`config.mk`:
```
export PLATFORM = sky130hd
export DESIGN_NAME = pdma_ready_trap
export DESIGN_NICKNAME = d
export VERILOG_FILES = /design/src/rtl/pdma_pkg.sv /design/src/rtl/pdma_addr_decode.sv /design/src/rtl/pdma_ready_gate.sv /design/src/rtl/pdma_ack_gen.sv /design/src/rtl/pdma_ready_trap.sv
export SDC_FILE = /design/constraint.sdc
export NUM_CORES = 1
export LEC_CHECK = 0
export BUFFER_PORTS_ARGS = -buffer_cell sky130_fd_sc_hd__buf_4
export CORE_MARGIN = 2
export CORE_UTILIZATION = 35
export DETAILED_ROUTE_END_ITERATION = 6
export HOLD_SLACK_MARGIN = 0.08
export PLACE_DENSITY = 0.69
export SLEW_MARGIN = 20
export SYNTH_ARGS = -nofsm -noshare
export SYNTH_HDL_FRONTEND = slang
export SYNTH_SLANG_ARGS = --single-unit
```
`constraint.sdc`:
```
create_clock -name clk -period 1.65 [get_ports clk]
set_input_delay 0.2475 -clock clk [delete_from_list [all_inputs] [get_ports clk]]
set_output_delay 0.2475 -clock clk [all_outputs]
set_load 0.05 [all_outputs]
```
`src/rtl/pdma_pkg.sv`:
```
package pdma_pkg;
  typedef struct packed {
    logic trap;   // access to the trap address
    logic rd;     // read of the read-data port
    logic wr;     // write of the write-data port
  } pdma_hits_t;
endpackage

```
`src/rtl/pdma_addr_decode.sv`:
```
module pdma_addr_decode
  import pdma_pkg::*;
#(
  parameter int AW = 16,
  parameter logic [AW-1:0] TRAP_ADDR = 16'hC010,
  parameter logic [AW-1:0] RD_ADDR   = 16'hC012,
  parameter logic [AW-1:0] WR_ADDR   = 16'hC014
) (
  input  logic [AW-1:0] bus_addr,
  input  logic          bus_rd,
  input  logic          bus_wr,
  input  logic          bus_internal,
  output pdma_hits_t    hits
);
  logic ext_cycle;

  // on-chip cycles never observe READY, so they are left alone
  assign ext_cycle = !bus_internal;

  always_comb begin
    hits.trap = ext_cycle && (bus_rd || bus_wr) && (bus_addr == TRAP_ADDR);
    hits.rd   = ext_cycle && bus_rd && (bus_addr == RD_ADDR);
    hits.wr   = ext_cycle && bus_wr && (bus_addr == WR_ADDR);
  end
endmodule

```
`src/rtl/pdma_ready_gate.sv`:
```
module pdma_ready_gate (
  input  logic clk,
  input  logic rst_n,
  input  logic arm,
  input  logic tmo_expired,
  input  logic dreq,
  input  logic trap_hit,
  output logic cpu_ready,
  output logic trap_active
);
  logic trap_q;
  logic hold_ok;

  assign hold_ok = arm && !tmo_expired && !dreq;

  always_ff @(posedge clk) begin
    if (!rst_n)        trap_q <= 1'b0;
    else if (!hold_ok) trap_q <= 1'b0;
    else if (trap_hit) trap_q <= 1'b1;
  end

  assign trap_active = trap_q;
  assign cpu_ready   = !(trap_q && hold_ok);

  AST_DISARMED_READY: assert property (@(posedge clk) disable iff (!rst_n)
    !arm |-> cpu_ready);
  AST_TRAP_ENTRY: assert property (@(posedge clk) disable iff (!rst_n)
    (trap_hit && hold_ok) |=> trap_active);
  AST_DREQ_RELEASE: assert property (@(posedge clk) disable iff (!rst_n)
    dreq |=> !trap_active);
  AST_TMO_READY: assert property (@(posedge clk) disable iff (!rst_n)
    tmo_expired |-> cpu_ready);
endmodule

```
`src/rtl/pdma_ack_gen.sv`:
```
module pdma_ack_gen #(
  parameter int SECTOR_BYTES = 256,
  localparam int CW = $clog2(SECTOR_BYTES + 1)
) (
  input  logic          clk,
  input  logic          rst_n,
  input  logic          arm,
  input  logic          ack_force,
  input  logic          rd_hit,
  input  logic          wr_hit,
  output logic          dack_n,
  output logic [CW-1:0] xfer_count,
  output logic          sector_done
);
  localparam logic [CW-1:0] LAST = CW'(SECTOR_BYTES);

  logic          dack_q;
  logic [CW-1:0] cnt_q;
  logic          data_hit;

  assign data_hit = rd_hit || wr_hit;

  always_ff @(posedge clk) begin
    if (!rst_n) dack_q <= 1'b0;
    else        dack_q <= data_hit || ack_force;
  end

  always_ff @(posedge clk) begin
    if (!rst_n || !arm)              cnt_q <= '0;
    else if (data_hit && cnt_q != LAST) cnt_q <= cnt_q + 1'b1;
  end

  assign dack_n      = !dack_q;
  assign xfer_count  = cnt_q;
  assign sector_done = (cnt_q == LAST);

  AST_DACK_PULSE: assert property (@(posedge clk) disable iff (!rst_n)
    data_hit |=> !dack_n);
  AST_FORCE_ACK: assert property (@(posedge clk) disable iff (!rst_n)
    (ack_force && !data_hit && arm) |=> (!dack_n && $stable(xfer_count)));
  AST_NO_OVERFLOW: assert property (@(posedge clk) disable iff (!rst_n)
    xfer_count <= LAST);
  AST_DISARM_CLEAR: assert property (@(posedge clk) disable iff (!rst_n)
    !arm |=> (xfer_count == '0));
endmodule

```
`src/rtl/pdma_ready_trap.sv`:
```
module pdma_ready_trap
  import pdma_pkg::*;
#(
  parameter int AW = 16,
  parameter logic [AW-1:0] TRAP_ADDR = 16'hC010,
  parameter logic [AW-1:0] RD_ADDR   = 16'hC012,
  parameter logic [AW-1:0] WR_ADDR   = 16'hC014,
  parameter int SECTOR_BYTES = 256,
  localparam int CW = $clog2(SECTOR_BYTES + 1)
) (
  input  logic          clk,
  input  logic          rst_n,
  input  logic          arm,
  input  logic          ack_force,
  input  logic          tmo_expired,
  input  logic          dreq,
  input  logic [AW-1:0] bus_addr,
  input  logic          bus_rd,
  input  logic          bus_wr,
  input  logic          bus_internal,
  output logic          cpu_ready,
  output logic          dack_n,
  output logic          trap_active,
  output logic [CW-1:0] xfer_count,
  output logic          sector_done
);
  pdma_hits_t hits;

  pdma_addr_decode #(
    .AW(AW), .TRAP_ADDR(TRAP_ADDR), .RD_ADDR(RD_ADDR), .WR_ADDR(WR_ADDR)
  ) u_decode (
    .bus_addr(bus_addr), .bus_rd(bus_rd), .bus_wr(bus_wr),
    .bus_internal(bus_internal), .hits(hits)
  );

  pdma_ready_gate u_gate (
    .clk(clk), .rst_n(rst_n), .arm(arm), .tmo_expired(tmo_expired),
    .dreq(dreq), .trap_hit(hits.trap),
    .cpu_ready(cpu_ready), .trap_active(trap_active)
  );

  pdma_ack_gen #(.SECTOR_BYTES(SECTOR_BYTES)) u_ack (
    .clk(clk), .rst_n(rst_n), .arm(arm), .ack_force(ack_force),
    .rd_hit(hits.rd), .wr_hit(hits.wr),
    .dack_n(dack_n), .xfer_count(xfer_count), .sector_done(sector_done)
  );

  AST_INTERNAL_IGNORED: assert property (@(posedge clk) disable iff (!rst_n)
    (bus_internal && !ack_force && !trap_active) |=> (dack_n && !trap_active));
  AST_RESET_STATE: assert property (@(posedge clk)
    !rst_n |=> (cpu_ready && dack_n && !trap_active && xfer_count == '0));
endmodule

```
# After elaboration in Yosys (flattened, before gate mapping)
# Index checks and enable logic that the tools add are counted.
classes:
  addsub: 1
  n_mul: 0
  div_mod_pow: 0
  magnitude_cmp: 0
  eq_ne: 5
  shift: 0
  muxes: 0
  bitwise_logic: 0
  n_reduce_logical: 22
op_table:
  columns: ["cell", "count"]
  rows:
  - ["16-bit == test, second input constant", 3]
  - ["1-bit logical AND", 10]
  - ["9-bit by 1-bit adder with 9-bit output, second input constant", 1]
  - ["9-bit == test, second input constant", 1]
  - ["9-bit inequality test, second input constant", 1]
  - ["1-bit zero test", 7]
  - ["1-bit logical OR", 4]
  - ["2-bit AND reduction", 1]
word_totals:
  regBits: 11
  latch_bits: 0
  ram_bits: 0
  rom_bits: 0
  input_bits: 25
  output_inout_bits: 13
  wordCells: 31
  mem_count: 0

# Depth between registers and ports, before layout
# Gate-level depths: netlist of the first run.
depth:
  word_depth: 5
  ltp_mapped: 7
  depth_no_buf: 7

# Hierarchy
# From an unflattened synthesis of the first run, not the netlist that was laid out.
unflattened:
  hier_cells: 70
  hier_area_um2: 633.1
by_module_without_submodules:
  columns: ["module", "n_inst", "cells_per_inst", "area_per_inst_um2", "seq_area_each_um2"]
  rows:
  - ["pdma_ack_gen", 1, 53, 485.5, 200.2]
  - ["pdma_addr_decode", 1, 13, 101.3, 0.0]
  - ["pdma_ready_gate", 1, 4, 46.3, 20.0]

# Worst setup path after synthesis of the first run
# No wires, ideal clock.
synth_timing:
  path_type: "register -> register"
  from: "reg u_ack.cnt_q[0], in the netlist u_ack.xfer_count[0]"
  to: "reg u_ack.cnt_q[2], in the netlist u_ack.xfer_count[2]"
  setup_ps: 71
  arrival_time_ps: 2082
  required_ps: 1579
  setup_slack_ps: -503
  path_stages_with_launch: 8
  n_path_buf: 0
  synth_period_minus_slack_ps: 2153
  cell_sequence: "dfxtp_1 -> inv_1 -> ha_1 -> or4bb_1 -> or2_1 -> inv_2 -> or4_1 -> a21oi_1"
synth_between:
  elab_chain_cells: 2
  word_cells_on_any_way: 3
  cone_classes: "add/sub: 1; eq/ne: 1; reduce/logical: 1"
synth_rtl:
  columns: ["item", "line", "source"]
  rows:
  - ["start, declared", "pdma_ack_gen.sv:18", "logic [CW-1:0] cnt_q;"]
  - ["start signal, assigned", "pdma_ack_gen.sv:30", "else if (data_hit && cnt_q != LAST) cnt_q <= cnt_q + 1'b1;"]
  - ["branches (longest 2 deep; another with 9-bit by 1-bit adder with 9-bit output)", null, null]
# Parallel ways; which one is timed is not known.
# A chain may end at the register's enable or synchronous reset.

# Final worst setup path of the first run
layout_timing:
  from: "reg u_ack.cnt_q[0], in the netlist u_ack.xfer_count[0]"
  to: "out sector_done"
layout_between:
  elab_chain_cells: 1
layout_rtl:
  columns: ["item", "line", "source"]
  rows:
  - ["9-bit == test", "pdma_ack_gen.sv:35", "assign sector_done = (cnt_q == LAST);"]
  - ["end, declared", "pdma_ready_trap.sv:25", "output logic sector_done"]
# Every way passes these cells.

==> qor.txt, run 1 <==
Post-synth ARST share -> 0
Slowest-stage cell, CP -> or4bb_1
Final hold vios -> 0
Synthesized area per cell -> 8.775 um^2
Synth top area share -> 0.3302
Clock root cell -> clkbuf_4
Initial Util -> 0.3780
Final period utilization -> 1.147
Vias/cell -> 5.424
Worst Path Max Fanout -> 2
Crit-path max cell delay -> 0.38 ns
R2R Setup Slk -> -0.09 ns
Initial antenna violation count -> 0
Fmax -> 528.2 MHz
RR Endpoint -> u_ack.xfer_count[2]
Global-route wire length before repair -> 3312 um
Die Y -> 47.65 um
Least-Margin Pin Slew -> 0.4929 ns
Max Slew Vio Count -> 0
CTS Buf Count -> 3
Drt drc -> 0
Vias -> 819
Total Routing Usage GR -> 0.2060
Placed cell count -> 145
Die area -> 2271 um^2
Syn-to-layout area delta -> 69.61%
Synth Net Count -> 103
Core Box Area -> 1764 um^2
CTS tree -> built
Final setup violation count -> 2
CTS HTree Levels -> 1
Vias in the first global route -> 767
EDFF count, synth -> 0
WP data arrival -> 1.65 ns
Synth Warn # -> 0
Post-synthesis register bit count -> 11
Leakage power -> 0.4734 nW
Pre-CTS setup slack -> -0.1027 ns
Synth Flop Type -> dfxtp_1
Setup ws final -> -0.2431 ns
Worst Path Required -> 1.40 ns
Total grt overflow -> 0
CP Depth -> 6
Synth top area cells -> dfxtp_1 (33%), a21oi_1 (6.8%), o31ai_1 (6.8%), or4_1 (6.8%), nand4_1 (4.7%)
Diode count -> 0
Worst setup path category -> reg -> out
Worst R2R Start -> u_ack.xfer_count[0]
Failing checks -> negative setup slack
NumNets Final -> 154
Setup TNS -> -0.3284 ns
Die width -> 47.65 um
Cell Pwr Density -> 472.1 nW/um^2
Yosys top cell by area -> dfxtp_1
Post-synthesis sequential area ratio -> 0.3302
Top Family by Delay on Critical Path -> simple AND/OR/NAND/NOR gates
Setup Skew -> 0.0008473 ns
Min Hold Slack -> 0.1801 ns
List of most frequent post-synthesis cells -> dfxtp_1 (11), a21oi_1 (9), o31ai_1 (6), or4_1 (6)
Library cells used by synthesis -> 31
Hpwl dp -> 1594 um
Top Ports -> 38
Clock buffer depth -> 2
Hold Buf Count CTS -> 0
Final Power -> 0.5340 mW
Critical-path cell list -> inv_4 -> ha_4 -> or4bb_1 -> or2_4 -> inv_8 -> buf_8
Outcome -> finished with violations
Total Routed Length -> 2032 um
Worst Setup EP -> sector_done
Tmin final -> 1.893 ns
Rows -> 15
Worst Setup Start Kind -> register
Worst R2R Path Depth -> 8
Worst Path Buf+Inv -> 3
Max VDD drop -> 455.9 uV
RSZ-0062 raised after global routing -> true
Max Cap Viol -> 0
Slew Limit Headroom -> 0.6702
Mapped Area -> 666.9 um^2
Routed wire per std cell -> 13.46 um
Largest net degree at the start of global routing -> 13
Share of post-route cells with drive strength above 1 -> 0.5635
Non-filler cells, final -> 151
Port buffer count -> 37
DR pass1 iterations -> 4
Clk Latency, worst-skew pair -> 0.27 ns
Post-route ant nets -> 0
Initial drt markers -> 9
Most common cell in the netlist -> dfxtp_1
Post-Syn Instances -> 76
CP Capture Type -> primary output
Gpl congestion -> 0.7780
Crit path from -> u_ack.xfer_count[0]
Hold Crit Class -> in -> reg
Reg clk slew, reported paths -> 0.07 ns
# clock sinks -> 11
placed cells by master (no fill, tap or decap), types with 2 or more instances in the layout:
master	count
nand4_1	5
nor2_1	5
dfxtp_2	7
buf_4	46
clkbuf_4	3
dfxtp_1	2
nand2_1	2
dfxtp_4	2
o31ai_1	6
nand3_1	3
o21ai_0	3
inv_4	2
and3b_1	2
or4_1	5
a21oi_1	8
metal layers:
layer  GRT usage  part of all wire
met4     0.03243            0.0044
met5           0                 0
met3     0.05660             0.054
met1      0.2812              0.44
met2      0.3324              0.50
cell type report:
type | count | area [um^2]
repair buffers | 47 | 360.3
fillers | 168 | 633.1
well taps | 25 | 31.28
inverters | 4 | 27.53
clock buffers | 4 | 26.28
multi-input cells | 60 | 449.2
flip-flops and latches | 11 | 236.5
metrics by stage:
stage | cell area, um^2 | util
after floorplan | 695.7 | -
after global placement | 1060 | 0.6007
after detailed placement | 1060 | 0.6007
after CTS | 1124 | 0.6369
after global routing | 1131 | 0.6411
final | 1131 | 0.6411
cell families (layout without fill, tap and decap cells):
family / after synthesis / count (layout) / share of synthesized area
simple gates: 36 / 36 / 0.3921
compound gates: 22 / 22 / 0.2101
flops: 11 / 11 / 0.3302
buf+inv: 5 / 55 / 0.03000
fa+ha+maj: 2 / 2 / 0.03752
worst reg2reg max path, delay by kind of cell, from the launching register on:
family	cells	cell delay, ns
simple gates	3	0.83
flops	1	0.36
buf+inv	3	0.21
fa+ha+maj	1	0.14
compound gates	1	0.13
repair_timing:
action | 4_1_cts | 5_1_grt
endpoints found under the setup margin | 1 | 4
gates resized for setup | 5 | 2
endpoints found under the hold margin | 0 | 0
pin swaps | 1 | 3
buffers inserted | 2 | 1
power breakdown:
part / leakage [nW] / total (mW) / switching, mW / internal [mW]
logic: 0.364 / 0.0787 / 0.0330 / 0.0457
clock network: 0.0150 / 0.192 / 0.0983 / 0.0938
registers: 0.0941 / 0.263 / 0.000250 / 0.263
total: 0.473 / 0.534 / 0.132 / 0.402
worst min-delay path by stage:
| stage | from | endpoint | slack [ns] | cells after the start |
|---|---|---|---|---|
| floorplan | rst_n | u_ack.dack_q | 0.37 | 1 |
| global placement | ack_force | u_ack.dack_q | 0.46 | 2 |
| detailed placement | ack_force | u_ack.dack_q | 0.46 | 2 |
| CTS | ack_force | u_ack.dack_q | 0.17 | 2 |
| global route | ack_force | u_ack.dack_q | 0.19 | 2 |
| finish | ack_force | u_ack.dack_q | 0.18 | 2 |
registers in the layout, summed over array words and instances (netlist names):
name,cells
u_ack.dack_q,1
u_ack.xfer_count,9
u_gate.trap_active,1
Note: power is estimated with default switching activity, not from simulation.
==> inputs of run 2 (changes only) <==
--- a/config.mk
+++ b/config.mk
@@ -6,11 +6,13 @@
 export NUM_CORES = 1
 export LEC_CHECK = 0
 export BUFFER_PORTS_ARGS = -buffer_cell sky130_fd_sc_hd__buf_4
+export CELL_PAD_IN_SITES_DETAIL_PLACEMENT = 0
+export CELL_PAD_IN_SITES_GLOBAL_PLACEMENT = 1
 export CORE_MARGIN = 2
-export CORE_UTILIZATION = 35
+export CORE_UTILIZATION = 26
 export DETAILED_ROUTE_END_ITERATION = 6
 export HOLD_SLACK_MARGIN = 0.08
-export PLACE_DENSITY = 0.69
+export PLACE_DENSITY_LB_ADDON = 0.1
 export SLEW_MARGIN = 20
 export SYNTH_ARGS = -nofsm -noshare
 export SYNTH_HDL_FRONTEND = slang
==> run 2 against run 1 <==
Against the previous run:
- critical path depth unchanged
- flip-flop and latch count unchanged
- clock-buffer cell count unchanged
- register-to-register slack about the same
- setup slack improved by 0.022 ns
- core utilization decreased by 16 points
- critical endpoint unchanged
- via count decreased by 2.0%
- the flow still finishes with violations (negative setup slack)
- global-route usage decreased by 5.1 points
- final cell count increased by 5.3%
- routed wire length decreased by 6.3%
- non-clock buffer count increased by 3
- die area increased by 32%
==> qor.txt, run 2 (same netlist as run 1, synthesis figures left out) <==
Reg clk slew, reported paths -> 0.08 ns (about the same)
Die area -> 2986 um^2 (+32%)
Final setup violation count -> 2 (unchanged)
Clock root cell -> clkbuf_4
Vias -> 803 (-2.0%)
Global-route wire length before repair -> 3318 um (+0.18%)
Worst setup path category -> reg -> out
Hold Buf Count CTS -> 0 (unchanged)
RSZ-0062 raised after global routing -> true
Fmax -> 534.6 MHz (+1.2%)
Setup Skew -> 0.006351 ns (+0.005503 ns)
NumNets Final -> 157 (+1.9%)
WP data arrival -> 1.62 ns (-0.03 ns)
Max Cap Viol -> 0 (unchanged)
Top Ports -> 38 (unchanged)
Most common cell after layout, fill and taps aside -> buf_4
Largest net degree at the start of global routing -> 16 (+3)
Pre-CTS setup slack -> -0.07966 ns (+0.02300 ns)
Hpwl dp -> 1555 um (-2.4%)
Die width -> 54.65 um (+15%)
Total grt overflow -> 0 (unchanged)
Least-Margin Pin Slew -> 0.4215 ns (-0.07137 ns)
Area of the multi-input gates -> 454.2 um^2 (+1.1%)
Placed cell count -> 154 (+6.2%)
Drt drc -> 0 (unchanged)
Initial drt markers -> 16 (+7)
Vias in the first global route -> 770 (+0.39%)
Final Power -> 0.5313 mW (-0.50%)
Port buffer count -> 37 (unchanged)
Leakage power -> 0.4889 nW (+3.3%)
Gpl congestion -> 0.7829 (+0.63%)
Max Slew Vio Count -> 0 (unchanged)
CTS Buf Count -> 3 (unchanged)
Syn-to-layout area delta -> 75.42%
DR pass1 iterations -> 4 (unchanged)
Tmin final -> 1.871 ns (-0.02247 ns)
Core Box Area -> 2455 um^2 (+39%)
Grt met1 use -> 0.1766 (-0.1046)
Grt met3 use -> 0.05464 (-0.001959)
Max VDD drop -> 283.9 uV (-38%)
Final period utilization -> 1.134 (-0.01362)
Commonest non-fill, non-tap cells in the layout -> buf_4 (49), a21oi_1 (8), dfxtp_2 (7)
Filler cell count in the final layout -> 252 (+50%)
Total Routing Usage GR -> 0.1548 (-0.05123)
Setup ws final -> -0.2206 ns (+0.02247 ns)
CTS HTree Levels -> 1 (unchanged)
Grt met2 use -> 0.2659 (-0.06656)
FF/Latch Area -> 236.5 um^2 (unchanged)
CTS tree -> built
Worst Path Required -> 1.40 ns (about the same)
Reg with most FFs -> u_ack.xfer_count
Clk Latency, worst-skew pair -> 0.26 ns (about the same)
Die Y -> 54.65 um (+15%)
Initial antenna violation count -> 0 (unchanged)
Hold Crit Class -> in -> reg
Diode count -> 0 (unchanged)
Share of post-route cells with drive strength above 1 -> 0.5814 (+0.01790)
Outcome -> finished with violations
Rows -> 18 (+3)
Max reg flops -> 9 (unchanged)
Slew Limit Headroom -> 0.7177 (+0.04756)
Non-filler cells, final -> 159 (+5.3%)
Vias/cell -> 5.050 (-6.9%)
CP Capture Type -> primary output
Grt peak-use layer -> met2
Final hold vios -> 0 (unchanged)
Routed wire per std cell -> 11.97 um (-11%)
Worst Setup Start Kind -> register
Post-route ant nets -> 0 (unchanged)
Cell Pwr Density -> 454.2 nW/um^2 (-3.8%)
Initial Util -> 0.2717 (-0.1064)
Failing checks -> negative setup slack
Clock buffer depth -> 2 (unchanged)
Total Routed Length -> 1903 um (-6.3%)
# clock sinks -> 11 (unchanged)
Worst Path Max Fanout -> 3 (+1)
-- run 2: through the flow --
stage | area, um^2 | hold slack, ns | setup TNS [ns] | utilization
global route | 1170 | 0.1719 | -0.5359 | 0.4766
detailed placement | 1096 | 0.4622 | -0.2635 | 0.4465
CTS | 1150 | 0.1762 | -0.2769 | 0.4684
global placement | 1096 | 0.4557 | -0.2111 | 0.4465
floorplan | 695.7 | 0.3650 | 0 | -
finish | 1170 | 0.1841 | -0.3093 | 0.4766
-- run 2: power by group --
| group | switching, mW | internal, mW |
|---|---|---|
| Combinational | 0.0325 | 0.0476 |
| Sequential | 0.000255 | 0.263 |
| Clock | 0.0948 | 0.0933 |
| Total | 0.127 | 0.404 |
-- run 2: final cells by class --
type / count / area share
repair buffers: 50 / 0.3316
multi-input cells: 60 / 0.3882
flip-flops and latches: 11 / 0.2021
clock buffers: 4 / 0.02246
well taps: 30 / 0.03209
inverters: 4 / 0.02353
-- run 2: final timing paths --
check / endpoint / slack (ns) / cells past startpoint / startpoint
max: sector_done / -0.22 / 6 / u_ack.xfer_count[0]
min reg2reg: u_ack.xfer_count[8] / 0.48 / 2 / u_ack.xfer_count[8]
max reg2reg: u_ack.xfer_count[2] / -0.09 / 8 / u_ack.xfer_count[0]
min: u_ack.dack_q / 0.18 / 2 / ack_force
-- run 2: critical path, stage by stage (launching register included) --
cell and delay [ns]:
dfxtp_4 0.35, inv_4 0.06, ha_4 0.11, or4bb_1 0.38
or2_4 0.28, inv_8 0.06, buf_12 0.12
-- run 2: what timing repair did --
action,CTS,global route
setup buffers,1,1
endpoints found under the setup margin,1,4
pin swaps,1,4
hold endpoints to repair,0,0
gates cloned,0,0
gates resized for setup,4,5
-- run 2: per-layer routing --
layer / vias up / wire length, um
li1: 413 / -
met1: 354 / 846
met2: 34 / 864
met3: 2 / 180
met4: 0 / 11
met5: - / 0
